$ cat src/rtl/qpc_pkg.sv
package qpc_pkg;
    typedef enum logic [1:0] {
        PH_00 = 2'b00,
        PH_01 = 2'b01,
        PH_11 = 2'b11,
        PH_10 = 2'b10
    } qpc_phase_e;

    localparam int NFLAG       = 7;
    localparam int FL_INDEX    = 0;
    localparam int FL_HOME     = 1;
    localparam int FL_WDOG     = 2;
    localparam int FL_CMP      = 3;
    localparam int FL_BOTH     = 4;
    localparam int FL_ROLLOVER = 5;
    localparam int FL_ROLLUNDR = 6;
endpackage

$ cat src/rtl/qpc_phase_fsm.sv
module qpc_phase_fsm
    import qpc_pkg::*;
(
    input  logic clk,
    input  logic rst_n,
    input  logic ph_a,
    input  logic ph_b,
    input  logic single_mode,
    input  logic reverse,
    output logic step_up,
    output logic step_dn,
    output logic both_chg
);
    qpc_phase_e st_q;
    qpc_phase_e smp;
    logic [1:0] prev_ab;
    logic [1:0] cur_ab;
    logic       fwd;
    logic       bwd;

    assign smp     = qpc_phase_e'({ph_a, ph_b});
    assign prev_ab = st_q;
    assign cur_ab  = {ph_a, ph_b};

    // state register: holds the last sampled phase pair
    always_ff @(posedge clk or negedge rst_n) begin
        if (!rst_n) st_q <= PH_00;
        else        st_q <= smp;
    end

    // output decode from state and the new sample
    always_comb begin
        fwd = 1'b0;
        bwd = 1'b0;
        if (single_mode) begin
            fwd = !prev_ab[1] && ph_a && !ph_b;
            bwd = !prev_ab[1] && ph_a &&  ph_b;
        end else begin
            unique case (st_q)
                PH_00: begin fwd = (smp == PH_10); bwd = (smp == PH_01); end
                PH_10: begin fwd = (smp == PH_11); bwd = (smp == PH_00); end
                PH_11: begin fwd = (smp == PH_01); bwd = (smp == PH_10); end
                PH_01: begin fwd = (smp == PH_00); bwd = (smp == PH_11); end
                default: begin fwd = 1'b0; bwd = 1'b0; end
            endcase
        end
        step_up  = reverse ? bwd : fwd;
        step_dn  = reverse ? fwd : bwd;
        both_chg = (prev_ab[1] != cur_ab[1]) && (prev_ab[0] != cur_ab[0]);
    end

    // a diagonal jump in quadrature mode never counts
    a_r3_no_count_on_jump: assert property (@(posedge clk) disable iff (!rst_n)
        (!single_mode && (prev_ab == ~cur_ab)) |-> !(step_up || step_dn));

    // single-phase mode counts only while A is high after being low
    a_r4_single_rise_only: assert property (@(posedge clk) disable iff (!rst_n)
        (single_mode && (step_up || step_dn)) |-> (ph_a && !prev_ab[1]));
endmodule

$ cat src/rtl/qpc_edge_det.sv
module qpc_edge_det (
    input  logic clk,
    input  logic rst_n,
    input  logic sig_i,
    input  logic en_i,
    input  logic fall_i,
    output logic edge_o
);
    logic prev_q;

    always_ff @(posedge clk or negedge rst_n) begin
        if (!rst_n) prev_q <= 1'b0;
        else        prev_q <= sig_i;
    end

    assign edge_o = en_i && (fall_i ? (prev_q && !sig_i) : (!prev_q && sig_i));

    // a reported edge always goes with a change of the input
    a_r8_edge_needs_change: assert property (@(posedge clk) disable iff (!rst_n)
        edge_o |-> (sig_i != prev_q));
endmodule

$ cat src/rtl/qpc_core.sv
module qpc_core
    import qpc_pkg::*;
#(
    parameter int POS_W  = 32,
    parameter int DIFF_W = 16,
    parameter int REV_W  = 16,
    parameter int WD_W   = 16
) (
    input  logic              clk,
    input  logic              rst_n,
    input  logic              phase_a,
    input  logic              phase_b,
    input  logic              index_in,
    input  logic              home_in,
    input  logic              cfg_single,
    input  logic              cfg_reverse,
    input  logic              cfg_modulo_en,
    input  logic              cfg_rev_on_wrap,
    input  logic              cfg_index_en,
    input  logic              cfg_index_fall,
    input  logic              cfg_index_load,
    input  logic              cfg_home_en,
    input  logic              cfg_home_fall,
    input  logic              cfg_home_load,
    input  logic              cfg_cmp_on_read,
    input  logic              cfg_wdog_en,
    input  logic [WD_W-1:0]   cfg_wdog_timeout,
    input  logic [POS_W-1:0]  init_val,
    input  logic [POS_W-1:0]  mod_val,
    input  logic [POS_W-1:0]  cmp_val,
    input  logic              sw_load,
    input  logic              pos_read,
    input  logic [NFLAG-1:0]  flag_clr,
    input  logic [NFLAG-1:0]  irq_en,
    output logic [POS_W-1:0]  position,
    output logic [DIFF_W-1:0] pos_diff,
    output logic [REV_W-1:0]  revolution,
    output logic              last_dir,
    output logic              cmp_match,
    output logic [NFLAG-1:0]  flags,
    output logic [NFLAG-1:0]  irq
);
    localparam int NTRIG = 2;

    logic             step_up, step_dn, both_chg, any_step;
    logic [NTRIG-1:0] trig_sig, trig_en, trig_fall, trig_edge;
    logic             idx_edge, home_edge, load_any;
    logic             wrap_up, wrap_dn, set_ro, set_ru;
    logic             rev_inc, rev_dec, wd_fire, read_q;
    logic [WD_W-1:0]  wd_cnt;
    logic [NFLAG-1:0] flag_set;
    logic [DIFF_W-1:0] step_val;

    qpc_phase_fsm u_fsm (
        .clk(clk), .rst_n(rst_n), .ph_a(phase_a), .ph_b(phase_b),
        .single_mode(cfg_single), .reverse(cfg_reverse),
        .step_up(step_up), .step_dn(step_dn), .both_chg(both_chg)
    );

    assign trig_sig  = {home_in,       index_in};
    assign trig_en   = {cfg_home_en,   cfg_index_en};
    assign trig_fall = {cfg_home_fall, cfg_index_fall};

    for (genvar g = 0; g < NTRIG; g++) begin : g_trig
        qpc_edge_det u_edge (
            .clk(clk), .rst_n(rst_n), .sig_i(trig_sig[g]),
            .en_i(trig_en[g]), .fall_i(trig_fall[g]), .edge_o(trig_edge[g])
        );
    end

    assign idx_edge  = trig_edge[0];
    assign home_edge = trig_edge[1];
    assign any_step  = step_up || step_dn;
    assign load_any  = sw_load || (idx_edge && cfg_index_load) || (home_edge && cfg_home_load);
    assign wrap_up   = cfg_modulo_en && step_up && (position == mod_val);
    assign wrap_dn   = cfg_modulo_en && step_dn && (position == init_val);
    assign set_ro    = wrap_up && !load_any;
    assign set_ru    = wrap_dn && !load_any;
    assign rev_inc   = cfg_rev_on_wrap ? set_ro : (idx_edge && last_dir);
    assign rev_dec   = cfg_rev_on_wrap ? set_ru : (idx_edge && !last_dir);
    assign wd_fire   = cfg_wdog_en && !any_step &&
                       ({1'b0, wd_cnt} + {{WD_W{1'b0}}, 1'b1} == {1'b0, cfg_wdog_timeout});
    assign step_val  = step_up ? DIFF_W'(1) : (step_dn ? {DIFF_W{1'b1}} : '0);

    // position counter
    always_ff @(posedge clk or negedge rst_n) begin
        if (!rst_n) begin
            position <= '0;
        end else if (load_any) begin
            position <= init_val;
        end else if (step_up) begin
            position <= wrap_up ? init_val : position + POS_W'(1);
        end else if (step_dn) begin
            position <= wrap_dn ? mod_val : position - POS_W'(1);
        end
    end

    // direction, difference, revolution, watchdog, read tracking
    always_ff @(posedge clk or negedge rst_n) begin
        if (!rst_n) begin
            last_dir   <= 1'b0;
            pos_diff   <= '0;
            revolution <= '0;
            wd_cnt     <= '0;
            read_q     <= 1'b0;
        end else begin
            if (any_step) last_dir <= step_up;
            pos_diff <= pos_read ? step_val : pos_diff + step_val;
            if (rev_inc)      revolution <= revolution + REV_W'(1);
            else if (rev_dec) revolution <= revolution - REV_W'(1);
            if (!cfg_wdog_en || any_step || wd_fire) wd_cnt <= '0;
            else                                     wd_cnt <= wd_cnt + WD_W'(1);
            read_q <= pos_read;
        end
    end

    assign cmp_match = cfg_cmp_on_read ? read_q : (position == cmp_val);

    always_comb begin
        flag_set              = '0;
        flag_set[FL_INDEX]    = idx_edge;
        flag_set[FL_HOME]     = home_edge;
        flag_set[FL_WDOG]     = wd_fire;
        flag_set[FL_CMP]      = cmp_match;
        flag_set[FL_BOTH]     = both_chg;
        flag_set[FL_ROLLOVER] = set_ro;
        flag_set[FL_ROLLUNDR] = set_ru;
    end

    always_ff @(posedge clk or negedge rst_n) begin
        if (!rst_n) flags <= '0;
        else        flags <= (flags & ~flag_clr) | flag_set;
    end

    assign irq = flags & irq_en;

    // a plain up step adds exactly one
    a_r2_up_adds_one: assert property (@(posedge clk) disable iff (!rst_n)
        (step_up && !load_any && !cfg_modulo_en) |=> (position == $past(position) + POS_W'(1)));

    // an up step at the modulus lands on the init value
    a_r6_wrap_to_init: assert property (@(posedge clk) disable iff (!rst_n)
        (cfg_modulo_en && step_up && !load_any && (position == mod_val))
        |=> (position == $past(init_val)));

    // the timeout flag only rises after an enabled, motionless cycle
    a_r11_wdog_rise: assert property (@(posedge clk) disable iff (!rst_n)
        $rose(flags[FL_WDOG]) |-> ($past(cfg_wdog_en) && !$past(any_step)));

    // a set flag that is not cleared stays set
    for (genvar f = 0; f < NFLAG; f++) begin : g_sticky
        a_r12_sticky: assert property (@(posedge clk) disable iff (!rst_n)
            (flags[f] && !flag_clr[f]) |=> flags[f]);
    end
endmodule

$ cat config.mk
export PLATFORM = sky130hd
export DESIGN_NAME = qpc_core
export DESIGN_NICKNAME = d
export VERILOG_FILES = /design/src/rtl/qpc_pkg.sv /design/src/rtl/qpc_phase_fsm.sv /design/src/rtl/qpc_edge_det.sv /design/src/rtl/qpc_core.sv
export SDC_FILE = /design/constraint.sdc
export NUM_CORES = 1
export LEC_CHECK = 0
export CAP_MARGIN = 20
export CELL_PAD_IN_SITES_DETAIL_PLACEMENT = 1
export CELL_PAD_IN_SITES_GLOBAL_PLACEMENT = 1
export CORE_AREA = 10 10 167 169
export DETAILED_ROUTE_END_ITERATION = 8
export DIE_AREA = 0 0 177 179
export PLACE_DENSITY = 0.88
export SETUP_SLACK_MARGIN = 0.05
export SKIP_CTS_REPAIR_TIMING = 1
export SYNTH_ARGS = -nofsm -noshare
export SYNTH_HDL_FRONTEND = slang
export SYNTH_SLANG_ARGS = --single-unit
$ cat constraint.sdc
create_clock -name clk -period 5 [get_ports clk]
set_input_delay 0.75 -clock clk [delete_from_list [all_inputs] [get_ports clk]]
set_output_delay 0.75 -clock clk [all_outputs]
set_load 0.05 [all_outputs]
# --- Yosys cells after proc, flatten, opt, wreduce, memory -nomap -nowiden ---
# Index checks and enable logic that the tools add are counted.
classes:
  shift: 0
  n_mux: 22
  n_eq_ne: 12
  reduce_logical: 41
  bitwise_logic: 4
  mul: 0
  add_sub_neg: 7
  n_div: 0
  order_cmp: 0
ops:
  columns: ["operator", "n"]
  rows:
  - ["2-to-1 mux 32 bit", 5]
  - ["equality test 32 bit", 3]
  - ["2-to-1 mux 16 bit", 6]
  - ["adder 16 x 1 -> 16 bit, second input constant", 2]
  - ["adder 32 x 1 -> 32 bit, second input constant", 1]
  - ["subtractor 32 x 1 -> 32 bit, second input constant", 1]
  - ["logical AND 1 bit", 22]
  - ["adder 16 x 1 -> 17 bit, second input constant", 1]
  - ["equality test 17 x 16 -> 1 bit", 1]
  - ["adder 16 bit", 1]
  - ["subtractor 16 x 1 -> 16 bit, second input constant", 1]
  - ["bitwise AND 7 bit", 2]
  - ["logical NOT 1 bit", 10]
  - ["2-to-1 mux 1 bit", 9]
  - ["equality test 2 bit, second input constant", 4]
  - ["one-hot mux 1 bit (4 select lines)", 2]
  - ["NOT 7 bit", 1]
  - ["OR 7 bit", 1]
  - ["logical OR 1 bit", 5]
  - ["equality test 2 x 1 -> 1 bit, second input constant", 2]
  - ["logical NOT 2 bit", 2]
  - ["nonzero test 3 bit", 1]
  - ["inequality test 1 bit", 2]
  - ["nonzero test 2 bit", 1]
totals:
  mem_bits_ro: 0
  mem_bits_rw: 0
  reg_bits: 93
  memories: 0
  input_bits: 146
  latchBits: 0

# --- Depth between registers and ports, before layout ---
depth:
  ltp_word: 12
  ltp_mapped: 17
  mapped_depth_nobuf: 16

# --- Cells and area by module ---
# Synthesis repeated with hierarchy kept, for this count alone.
hier_totals:
  cells_unflattened: 1057
  area_unflattened_um2: 8393.0
modules_own_cells:
  columns: ["module", "cells_per_inst", "instances", "area_each_um2"]
  rows:
  - ["qpc_core", 1025, 1, 8097.8]
  - ["qpc_phase_fsm", 24, 1, 197.7]
  - ["qpc_edge_det", 4, 2, 48.8]

# --- Least setup slack after synthesis ---
# Ideal clock, no wire load.
synth_timing:
  path_type: "in2reg"
  from: "input port phase_b"
  to: "register pos_diff[15]"
  stages: 16
  setup_slack_ps: 426
  n_path_buf: 1
  arrival_ps: 4436
  setup_ps: 138
  required_ps: 4862
  path_cell_list: "buf_2 -> xnor2_1 -> and2_1 -> o31ai_2 -> clkinv_1 -> nand2_1 -> inv_1 -> ha_1 -> a211oi_1 -> o21ai_0 -> a2111oi_0 -> nor3_1 -> o41a_1 -> nor4_1 -> a211oi_1 -> xnor2_1"
synth_between:
  elab_chain_len: 8
  word_cells_on_any_way: 17
synth_lines:
  columns: ["item", "line", "source"]
  rows:
  - ["start: declaration", "qpc_core.sv:12", "input logic phase_b,"]
  - ["equality test 2 bit, or another cell as far along", "qpc_phase_fsm.sv:41, qpc_phase_fsm.sv:43", null]
  - ["one-hot mux 1 bit (4 select lines) or logical AND 1 bit (tied branches)", "qpc_phase_fsm.sv:39, qpc_phase_fsm.sv:36", null]
  - ["2-to-1 mux 1 bit", "qpc_phase_fsm.sv:35", "if (single_mode) begin"]
  - ["2-to-1 mux 1 bit", "qpc_phase_fsm.sv:48", "step_dn = reverse ? fwd : bwd;"]
  - ["2-to-1 mux 16 bit", "qpc_core.sv:83", "assign step_val = step_up ? DIFF_W'(1) : (step_dn ? {DIFF_W{1'b1}} : '0);"]
  - ["2-to-1 mux 16 bit *", "qpc_core.sv:83", null]
  - ["adder 16 bit", "qpc_core.sv:108", "pos_diff <= pos_read ? step_val : pos_diff + step_val;"]
  - ["2-to-1 mux 16 bit *", "qpc_core.sv:108", null]
  - ["end signal: assignment", "qpc_core.sv:108", null]
  - ["end: declaration", "qpc_core.sv:36", "output logic [DIFF_W-1:0] pos_diff,"]
# Mark *: on every way between the ends. The rest lies on a longest branch, timed or not.
# A chain may end at the register's enable or synchronous reset.

# --- Worst setup path after layout ---
# Same ends and word-level chain as after synthesis.

==> impl_metrics.py <==
metrics = {
    "sta": {
        "final_hold_viol_count": 0,
        "worst_pin_slew_ns": 0.9042,
        "fmax_mhz": 218.1,
        "relSlewSlack_pct": 39.26,
        "rsz0062_at_grt": "false",
        "layout_min_cycle_time_ns": 4.586,
        "min_period_over_period_pct": 91.72,
        "setup_tns_ns": 0,
        "worst_clock_skew_ns": 0.007877,
        "setup_viol": 0,
        "slew_viol_final": 0,
    },
    "yosys": {
        "async_reset_ff_share_pct": 100.0,
        "syn-cell-area_mm2": 0.008895,
        "synth.area.top_cells": "dfrtp_1 (26%), xnor2_1 (13%), xor2_1 (7.7%), nand2_1 (3.2%), nor2_1 (3.0%)",
        "ys_warn_count": 0,
        "syn_area_per_cell_um2": 8.221,
        "syn_nets": 1249,
        "synth_top_area_cell": "dfrtp_1",
        "ys_seq_area_share_pct": 26.16,
        "synth_top_area_share_pct": 26.16,
        "ys_types": 80,
        "syn_inst": 1082,
        "synthFlopType": "dfrtp_1",
        "ys_ff_latch": 93,
        "synth_edf_count": 0,
    },
    "critical_path": {
        "max_stage_delay_ns": 0.66,
        "cp-start-kind": "input pin",
        "path_buf_inv": 3,
        "worst_path_most_repeated_cell": "a211oi_1",
        "critPathTopFamily": "compound AO/OA/AOI/OAI gates",
        "required_ns": 5.24,
        "cp_max_fo": 8,
        "worstSetupPathType": "input pin to flop",
        "cpMaxStageDelayCell": "clkdlybuf4s50_1",
        "crit_chain": "clkdlybuf4s50_1 -> nor4bb_1 -> o21bai_1 -> and3_1 -> nand2_1 -> inv_1 -> ha_1 -> a211oi_1 -> o21ai_0 -> a2111oi_0 -> buf_4 -> nor3_1 -> o41a_1 -> nor4_1 -> a211oi_1 -> xnor2_1",
        "arrival_ns": 4.82,
        "critPathCaptureType": "flop",
    },
    "cells_and_area": {
        "fin_util_pct": 47.41,
        "regArea_mm2": 0.002327,
        "layout-drive-gt1-share_pct": 5.827,
        "finalNetCount": 1432,
        "areaGrowthSynthToFinish_pct": 31.89,
        "fillCellCount": 2904,
        "multi_input_area_mm2": 0.006091,
    },
    "clocking": {
        "cts_root_buf": "clkbuf_16",
        "clockBufferDepth": 2,
        "cts_tree": "built",
        "cts_sinks": 93,
        "clkTransAtPathRegs_ns": 0.08,
        "cts_buffers": 9,
        "htree_levels": 3,
        "clk-insertion-delay-late_ns": 0.36,
    },
    "global_route": {
        "grt_pass1_wl_um": 58970,
        "grt_max_degree": 61,
        "top_usage_layer": "met2",
        "met2_usage_pct": 38.26,
        "grt-ovfl-total": 0,
        "use_met1_pct": 29.98,
        "grt_pass1_vias": 9787,
        "grt.total_usage_pct": 23.79,
        "grt_use_met3_pct": 6.234,
        "antenna_found_initial": 2,
    },
    "power": {
        "clockPowerShare_pct": 18.3,
        "p_seq_share_pct": 28.1,
        "swShare_pct": 48.13,
        "leakage_nw": 4.564,
        "pwr-share-comb_pct": 53.6,
        "power.density_mw_per_mm2": 374.5,
        "power.internal_mw": 2.279,
        "peakVddDrop_uv": 389.8,
        "p_switching_mw": 2.114,
    },
    "placed_design": {
        "hpwl_um": 29310,
        "io_buffers": 225,
        "place.gp.congestion": 0.9463,
    },
    "worst_hold_path": {
        "hold_path.class": "flop to flop",
    },
    "routing": {
        "routed_via_density": 5.866,
        "drc_errors": 0,
        "finalWirelength_um": 38480,
        "vias": 9397,
        "drt-pass1-iter-count": 5,
        "wire_per_inst_um": 24.02,
        "ant_nets": 0,
        "drt-initial-drc-count": 674,
    },
    "floorplanning": {
        "start_util_pct": 35.94,
        "die_y_um": 179,
        "num_rows": 58,
        "ios": 226,
        "coreArea_mm2": 0.02475,
        "die_x_um": 177,
        "die-area_mm2": 0.03168,
    },
    "run_status": {
        "status": "complete, no violations",
    },
    "flow_run": {
        "max_cap_viol_count": 0,
    },
}
[per-layer routing]
layer	part of all wire [%]	up-vias
met5	0	-
met4	2.9	0
met1	43	4646
li1	-	4267
met3	8.3	69
met2	46	415
[synth_stat cells, types with 4 or more instances]
cell / number
xnor2_1: 129
dfrtp_1: 93
xor2_1: 78
nand2_1: 76
nor2_1: 70
nor3_1: 51
clkbuf_1: 43
o21ai_0: 42
nand3_1: 38
nand4_1: 36
a21oi_1: 34
nor4_1: 33
inv_1: 28
mux2i_1: 24
and3_1: 21
ha_1: 20
o211ai_1: 19
buf_2: 17
o21ai_1: 15
nand2b_1: 14
a211oi_1: 13
or4_1: 13
and2_1: 12
o21a_1: 11
or3_1: 10
buf_1: 8
buf_6: 8
a22o_1: 7
o211ai_2: 7
o22ai_1: 7
a31oi_1: 6
o31ai_1: 6
and4_1: 5
nor3b_1: 5
o211a_1: 5
or2_2: 5
a21o_1: 4
nor4b_1: 4
o32ai_1: 4
[stage by stage]
stage | setup slack (ns) | cells | instance area (µm²) | hold slack (ns) | total power, mW
floorplan | 0.4261 | 1082 | 8895 | 0.4544 | 2.677
global route | 0.07233 | 1600 | 11730 | 0.5144 | 4.643
detailed placement | 0.08766 | 1584 | 11400 | 0.4755 | 3.565
finish | 0.4142 | 1602 | 11730 | 0.4823 | 4.393
CTS | 0.4132 | 1600 | 11730 | 0.4887 | 4.401
global placement | 0.2599 | 1584 | 11400 | 0.4715 | 3.516
[layout make-up]
cell class	instances	area share [%]
timing repair buffer	251	20.95
antenna	2	0.04266
sequential	93	19.84
clock buffer	9	1.920
clock inverter	7	0.8852
multi-input combinational	881	51.92
inverter	29	0.9279
tap	330	3.520
[final timing paths]
path | from | cells past startpoint | slack (ns) | end
hold reg to reg | revolution[15] | 1 | 0.48 | revolution[15]
min in group asynchronous | rst_n | 1 | 0.53 | flags[3]
hold / removal | revolution[15] | 1 | 0.48 | revolution[15]
setup reg to reg | u_fsm.prev_ab[0] | 16 | 0.97 | pos_diff[15]
max in group asynchronous | rst_n | 2 | 3.46 | position[28]
setup / recovery | phase_b | 16 | 0.41 | pos_diff[15]
[flip-flops by register name, indices dropped and copies added, names as in the netlist]
signal                flops
pos_diff                 16
revolution               16
u_fsm.prev_ab             2
wd_cnt                   16
flags                     7
read_q                    1
last_dir                  1
g_trig.u_edge.prev_q      2
position                 32
[worst reg2reg max path, delay by kind of cell (launching register included)]
family | cells | cell delay (ns)
compound gates | 6 | 1.75
buf+inv | 3 | 0.44
flops | 1 | 0.41
fa+ha+maj | 1 | 0.32
simple gates | 4 | 0.59
xor+xnor | 2 | 0.39
[logic make-up (layout without fill, tap and decap cells)]
kind of cell / after synthesis / after routing / share of synthesized area (%)
and+or+nand+nor: 414 / 414 / 25.14
DFF: 93 / 93 / 26.16
other: 0 / 2 / 0
buffers and inverters: 108 / 296 / 5.598
adders and majority gates: 21 / 21 / 3.038
xor gates and xnor gates: 208 / 208 / 20.65
AOI/OAI and AO/OA: 211 / 211 / 16.33
muxes: 27 / 27 / 3.081
[cell usage in the layout, fill, tap and decap left out, types with 14 or more instances in the layout]
master | Yosys | layout
o21ai_0 | 42 | 42
clkdlybuf4s50_1 | 0 | 224
nor3_1 | 51 | 51
nand3_1 | 38 | 37
nand2b_1 | 14 | 14
nor4_1 | 33 | 33
nand2_1 | 76 | 76
a21oi_1 | 34 | 34
and3_1 | 21 | 21
nand4_1 | 36 | 36
o21ai_1 | 15 | 15
mux2i_1 | 24 | 24
buf_4 | 3 | 26
dfrtp_1 | 93 | 93
inv_1 | 28 | 28
xnor2_1 | 129 | 129
ha_1 | 20 | 20
o211ai_1 | 19 | 19
nor2_1 | 70 | 70
xor2_1 | 78 | 78
[power by group through the flow]
stage               combinational (mW)  sequential [mW]  clock, mW
floorplan                         1.09             1.59          0
global placement                  2.29             1.23          0
detailed placement                2.33             1.23          0
CTS                               2.35             1.22      0.822
global route                      2.54             1.26      0.847
finish                            2.36             1.23      0.803
Power figures use the tool's default switching activity.
